`src/rtl/alm_pkg.sv`:
```
package alm_pkg;

    localparam int NUM_CLK = 2;
    localparam int VAL_W   = 6;
    localparam int MULT_W  = 2;
    localparam int PROD_W  = VAL_W + MULT_W;
    localparam int GRP_W   = 4;

    // bit position of each clock's phase-lock flag inside the status byte
    localparam int LOCK_POS_A = 0;
    localparam int LOCK_POS_B = LOCK_POS_A + GRP_W;

    typedef struct packed {
        logic freq;
        logic idle;
        logic lock;
    } alm_grp_t;

    function automatic logic [7:0] pack_status(input alm_grp_t grp_a, input alm_grp_t grp_b);
        return {1'b0, grp_b, 1'b0, grp_a};
    endfunction

    function automatic logic [PROD_W-1:0] timeout_ticks(input logic [VAL_W-1:0] val,
                                                         input logic [MULT_W-1:0] mult);
        return PROD_W'(val) * PROD_W'(mult);
    endfunction

endpackage

```
`src/rtl/live_flag_reg.sv`:
```
module live_flag_reg #(
    parameter int N = 2
) (
    input  logic         clk,
    input  logic         rst,
    input  logic [N-1:0] cond_in,
    output logic [N-1:0] flag_q
);
    always_ff @(posedge clk) begin
        if (rst) flag_q <= '1;
        else     flag_q <= cond_in;
    end
endmodule

```
`src/rtl/lock_alarm_chan.sv`:
```
module lock_alarm_chan
    import alm_pkg::*;
(
    input  logic              clk,
    input  logic              rst,
    input  logic              raise,
    input  logic              wr_clr,
    input  logic              auto_mode,
    input  logic              tick,
    input  logic [PROD_W-1:0] limit,
    output logic              alarm
);
    logic [PROD_W-1:0] cnt_q;
    logic [PROD_W:0]   cnt_inc;
    logic              expire;

    assign cnt_inc = {1'b0, cnt_q} + 1'b1;
    assign expire  = auto_mode && tick && (cnt_inc >= {1'b0, limit});

    always_ff @(posedge clk) begin
        if (rst) begin
            alarm <= 1'b0;
            cnt_q <= '0;
        end else if (raise) begin
            alarm <= 1'b1;
            cnt_q <= '0;
        end else if (alarm) begin
            if (!auto_mode) begin
                if (wr_clr) alarm <= 1'b0;
                cnt_q <= '0;
            end else if (expire) begin
                alarm <= 1'b0;
                cnt_q <= '0;
            end else if (tick) begin
                cnt_q <= cnt_inc[PROD_W-1:0];
            end
        end else begin
            cnt_q <= '0;
        end
    end
endmodule

```
`src/rtl/clk_alarm_status.sv`:
```
module clk_alarm_status
    import alm_pkg::*;
(
    input  logic        clk,
    input  logic        rst,
    input  logic        wr_en,
    input  logic [7:0]  wr_data,
    output logic [7:0]  rd_data,
    input  logic [1:0]  freq_alarm_in,
    input  logic [1:0]  idle_alarm_in,
    input  logic [1:0]  lock_event,
    input  logic        auto_clear_mode,
    input  logic [5:0]  timeout_val,
    input  logic [1:0]  timeout_mult,
    input  logic        sec_tick
);
    logic [NUM_CLK-1:0] freq_q;
    logic [NUM_CLK-1:0] idle_q;
    logic [NUM_CLK-1:0] lock_q;
    logic [PROD_W-1:0]  limit;
    alm_grp_t           grp [NUM_CLK];

    assign limit = timeout_ticks(timeout_val, timeout_mult);

    live_flag_reg #(.N(NUM_CLK)) u_freq (
        .clk(clk), .rst(rst), .cond_in(freq_alarm_in), .flag_q(freq_q));

    live_flag_reg #(.N(NUM_CLK)) u_idle (
        .clk(clk), .rst(rst), .cond_in(idle_alarm_in), .flag_q(idle_q));

    for (genvar i = 0; i < NUM_CLK; i++) begin : g_chan
        lock_alarm_chan u_lock (
            .clk      (clk),
            .rst      (rst),
            .raise    (lock_event[i]),
            .wr_clr   (wr_en && wr_data[LOCK_POS_A + i*GRP_W]),
            .auto_mode(auto_clear_mode),
            .tick     (sec_tick),
            .limit    (limit),
            .alarm    (lock_q[i])
        );
        assign grp[i] = '{freq: freq_q[i], idle: idle_q[i], lock: lock_q[i]};
    end

    assign rd_data = pack_status(grp[0], grp[1]);
endmodule

```
`config.mk`:
```
export PLATFORM = sky130hd
export DESIGN_NAME = clk_alarm_status
export DESIGN_NICKNAME = d
export VERILOG_FILES = /design/src/rtl/alm_pkg.sv /design/src/rtl/live_flag_reg.sv /design/src/rtl/lock_alarm_chan.sv /design/src/rtl/clk_alarm_status.sv
export SDC_FILE = /design/constraint.sdc
export NUM_CORES = 1
export LEC_CHECK = 0
export ABC_AREA = 1
export BUFFER_PORTS_ARGS = -buffer_cell sky130_fd_sc_hd__buf_2
export CORE_MARGIN = 5
export CORE_UTILIZATION = 41
export DETAILED_ROUTE_END_ITERATION = 10
export PLACE_DENSITY_LB_ADDON = 0.12
export SETUP_SLACK_MARGIN = 0.15
export SYNTH_ARGS = -nofsm -noshare
export SYNTH_HDL_FRONTEND = slang
export SYNTH_HIERARCHICAL = 1
export SYNTH_SLANG_ARGS = --single-unit
```
`constraint.sdc`:
```
create_clock -name clk -period 2.7 [get_ports clk]
set_input_delay 0.405 -clock clk [delete_from_list [all_inputs] [get_ports clk]]
set_output_delay 0.405 -clock clk [all_outputs]
set_load 0.01 [all_outputs]
```
Word-level counts from Yosys, hierarchy flattened. Cells that the tools add are included.

Shift-type cells: 0. Equal/unequal tests: 0. Add/subtract/negate cells: 2. Multipliers: 1. Order comparisons: 2. Reductions and logical operators: 7. Div/mod/pow operators: 0. Bitwise logic cells: 3. Muxes and demuxes: 10.

Operators with widths (number): $add 8x1->9 const B (2); $ge 9x8->1 (2); $mux 1 (10); $reduce_or 5->1 (2); $mul 6x2->8 (1); $logic_and 1x1->1 (5); $not 1->1 (3).

Memories: 0. Bits in writable memories: 0. Register bits: 22. Logic and storage cells: 31. Latch bits: 0. Output and inout bits: 8. Bits in read-only memories: 0. Input bits: 27.

Logic depth before layout (Yosys ltp).
Depth in word-level cells: 7. Mapped depth: 20. Depth with buffers taken out: 20.

Hierarchy. Netlist, hierarchy kept.

By module, submodules not included: lock_alarm_chan (instances 2, cells each 98, area an instance 684.4 µm²); clk_alarm_status (instances 1, cells each 67, area an instance 355.3 µm²); live_flag_reg (instances 2, cells each 7, area an instance 58.8 µm²).

Worst setup path before layout. Ideal clock, no wire load.

Path type: input -> register. Start: input timeout_val[0]. End: register g_chan[0].u_lock.cnt_q[0]. Path slack: 0.308 ns. Stages on the path: 20. Arrival: 2.326 ns. Library setup time: 0.066 ns. Path through: nand2_1 > inv_1 > ha_1 > inv_1 > fa_1 > inv_1 > nand3_1 > nand2_1 > xor2_1 > inv_1 > ha_1 > nand2_1 > inv_1 > nand2_1 > nand2_1 > nand2_1 > nand2_1 > nand2_1 > nand3_2 > nor2_1.

Cells in the longest elaborated chain, start to end: 4.

RTL lines: start, declared (RTL line clk_alarm_status.sv:13) `input logic [5:0] timeout_val,`; $mul 6x2->8 (RTL line alm_pkg.sv:25) `return PROD_W'(val) * PROD_W'(mult);`; via limit[5] (RTL line clk_alarm_status.sv:20) `logic [PROD_W-1:0] limit;`; $ge 9x8->1 (RTL line lock_alarm_chan.sv:18) `assign expire = auto_mode && tick && (cnt_inc >= {1'b0, limit});`; $logic_and 1x1->1 (RTL line lock_alarm_chan.sv:18); $reduce_or 5->1 (no source line); end signal, assigned (RTL line lock_alarm_chan.sv:35) `cnt_q <= cnt_inc[PROD_W-1:0];`; end, declared (RTL line lock_alarm_chan.sv:13) `logic [PROD_W-1:0] cnt_q;`.

The timed path passes the listed nets, and every way through them passes these cells. A chain may end at the register's enable or synchronous reset.

Worst setup path after layout.
Start: input timeout_mult[0]. End: register g_chan[0].u_lock.cnt_q[3].

Cells in the longest elaborated chain, start to end: 4.

RTL lines: start, declared (RTL line clk_alarm_status.sv:14) `input logic [1:0] timeout_mult,`; $mul 6x2->8 (RTL line alm_pkg.sv:25); via limit[4] (RTL line clk_alarm_status.sv:20); $ge 9x8->1 (RTL line lock_alarm_chan.sv:18); $logic_and 1x1->1 (RTL line lock_alarm_chan.sv:18); $reduce_or 5->1 (no source line).

The timed path passes the listed nets, and every way through them passes these cells.

==> key figures <==
Route
  – Drt drc: 0
  – Mean number of vias per cell: 4.45
  – Max Used Layer: met4
  – Post-route ant nets: 0
  – Met1 WL: 1770 um
  – DR pass1 iterations: 4
  – Met2 WL: 1550 um
  – WL final: 3410 um
  – Met3 wire length: 71 um
  – Vias after detailed routing: 1614
  – WL per Instance: 9.38 um
  – DR iter-0 viols: 32

Timing
  – Setup TNS: 0 ns
  – Setup ws final: 0.335 ns
  – Max Slew Vio Count: 0
  – Period utilization: 0.876
  – Unrepaired setup endpoints after global routing: false
  – Setup-failing EPs final: 0
  – Max frequency: 0.423 GHz
  – Fin Clk Skew: 0.00111 ns
  – Hold Fails Final Rpt: 0
  – Min Tclk post-route: 2.37 ns

Die
  – Die Area: 0.00593 mm2
  – Initial Util: 0.423
  – Die width: 77.0 um
  – Core area: 0.00435 mm2
  – I/O pin total: 35
  – Row cnt: 24
  – Die Ht: 77.0 um

CTS
  – Clock Tree Root: clkbuf_8
  – CTS tree: built
  – # clock sinks: 22
  – Maximum clock path buffer count: 2
  – Clock-pin slew on the worst setup and hold paths: 0.08 ns
  – H-Tree Depth: 1
  – TritonCTS Buffers: 3
  – Worst-Skew Late Latency: 0.26 ns

Power and ir drop
  – Psw: 0.000221 W
  – LEAKAGE: 1.32 nW
  – Cell Pwr Density: 333 mW/mm2
  – Clock power frac: 0.299
  – Internal cell power: 0.000554 W
  – Flop pwr share: 0.432
  – Worst VDD drop: 0.201 mV
  – Total power: 0.000775 W
  – Comb pwr share: 0.269
  – Switching Share: 0.285

Global route
  – Largest net degree at the start of global routing: 21
  – Initial antenna violation count: 0
  – Grt ovf: 0
  – Vias in the first global route: 1314
  – GRT Overall Usage: 0.107
  – First-pass GRT wire length: 5360 um

Placed design
  – I/O Buffers: 26
  – Placer Congestion: 0.767
  – Final HPWL DP: 2690 um
  – Post-placement cell count: 358
  – Dpl ws: -0.118 ns

Worst setup path
  – Setup CP Type: primary input to flop
  – Crit path launch type: primary input
  – Arr. time, crit path: 2.56 ns
  – Nature of the critical path endpoint: flop
  – Critical path peak fanout: 8
  – Critical Path RT: 2.90 ns

Outcome
  – Status: complete, no violations

Synth
  – Cell Area, Synth: 0.00184 mm2
  – Mapped Avg Cell Area: 6.65 um2
  – Yosys cell types: 23
  – XOR/XNOR share of the synthesized area: 0.0713
  – Post-synthesis mux area share: 0.0326
  – Synth Register Bits: 22
  – Post-synthesis adder-cell area fraction: 0.167
  – Sequential area share after synthesis: 0.239
  – Mapped Cells: 277
  – Complex-gate fraction of the synthesized area: 0.0584
  – Largest family of logic cells by synthesized area: simple AND/OR/NAND/NOR gates
  – Simple-gate share of the synthesized area: 0.272
  – Ys Warns: 6

Finish
  – N_diodes: 0
  – Final nets: 363
  – Share of layout cells above drive strength 1: 0.286
  – Post-Layout Cell Count: 363
  – Fill cells: 446
  – Area Growth Syn to Fin: 26.6%

Hold path
  – Worst hold path type: primary input to flop

Flow run
  – Max-Cap Viols: 0
[cells in the mapped netlist, drive strengths merged]
library cell | instances | area (um2)
conb | 1 | 3.75
xnor2 | 4 | 35.0
ha | 23 | 288
mux2i | 6 | 60.1
inv | 69 | 259
a31oi | 2 | 12.5
o21ai | 8 | 40.0
a21boi | 2 | 15.0
nand3 | 12 | 85.1
nand2 | 74 | 280
nand4 | 3 | 18.8
a21oi | 8 | 40.0
buf | 4 | 30.0
nor2 | 24 | 100
dfxtp | 22 | 440
nor3 | 2 | 10.0
fa | 1 | 20.0
xor2 | 11 | 96.3
nand3b | 1 | 7.51
[cells in the final DEF (no fill, tap or decap), types with 7 or more instances in the layout]
cell type	Yosys	routed
buf_4	4	7
xor2_1	11	10
dfxtp_1	22	22
buf_2	0	22
nand2_1	73	63
nor2_2	4	15
nand2_2	1	10
nor2_1	20	9
inv_2	0	8
ha_1	23	17
inv_1	69	61
[routing by layer]
| metal | GRT usage | vias to the layer above |
|---|---|---|
| li1 | - | 902 |
| met1 | 0.142 | 699 |
| met2 | 0.175 | 11 |
| met3 | 0.0187 | 2 |
| met4 | 0.0309 | 0 |
| met5 | 0 | - |
[per-stage QoR]
step           instance area (um2)  hold slack, ns   util
2_1_floorplan                 1850           0.474      -
6_report                      2330           0.312  0.536
3_5_place_dp                  2060           0.533  0.472
3_3_place_gp                  2060           0.527  0.472
5_1_grt                       2330           0.302  0.536
4_1_cts                       2120           0.303  0.486
[worst paths after layout]
check                       startpoint                        end  slack, ns  cells past startpoint
min                   freq_alarm_in[0]           u_freq/flag_q[0]       0.31                      3
max reg2reg  g_chan[0].u_lock/cnt_q[0]  g_chan[0].u_lock/cnt_q[3]       0.48                     15
max                    timeout_mult[0]  g_chan[0].u_lock/cnt_q[3]       0.33                     22
min reg2reg  g_chan[0].u_lock/cnt_q[3]  g_chan[0].u_lock/cnt_q[3]       0.56                      2
[state kept, by name, indices dropped and copies added, names as in the netlist]
signal / count
u_idle/flag_q: 2
u_freq/flag_q: 2
g_chan.u_lock/cnt_q: 16
g_chan.u_lock/alarm: 2
[worst max-delay path: stages]
cell and delay [ns]:
buf_8 0.10, buf_4 0.13, nand2_1 0.05, inv_1 0.06, ha_4 0.26, inv_1 0.04
nand2_2 0.07, nand2_2 0.07, xnor2_2 0.22, inv_2 0.07, ha_4 0.24, nand2_2 0.06
inv_1 0.04, nand2_1 0.05, nand3_1 0.09, nand2_1 0.07, nand2_1 0.05, nand2_1 0.06
nand2_2 0.06, nand2_2 0.10, nand3_4 0.12, nor2_1 0.12
[final cells by class]
cell class	count	area, um2	share of cell area
timing repair buffer	33	211	0.0907
inverter	69	259	0.111
multi-input combinational	183	1300	0.558
sequential	22	440	0.189
clock buffer	4	55.1	0.0236
tap	52	65.1	0.0279
[power groups by stage]
stage | Combinational [W] | Sequential (W) | Clock, W
floorplan | 0.000113 | 0.000345 | 0
global placement | 0.000167 | 0.000342 | 0
detailed placement | 0.000169 | 0.000342 | 0
CTS | 0.000171 | 0.000335 | 0.000244
global route | 0.000238 | 0.000337 | 0.000260
finish | 0.000209 | 0.000335 | 0.000232
[logic make-up (layout without fill, tap and decap cells)]
logic type	after synthesis	count (layout)
other	1	2
adders and majority gates	24	24
DFF	22	22
and+or+nand+nor	116	116
xor gates and xnor gates	15	15
muxes	6	6
buffers and inverters	73	106
AOI/OAI and AO/OA	20	20
[repair_timing]
item	CTS	global route
gates resized for setup	1	51
hold buffers	0	0
setup endpoints to repair	2	18
pin swaps	0	16
buffers inserted	0	1
(Power assumes the default switching activity.)
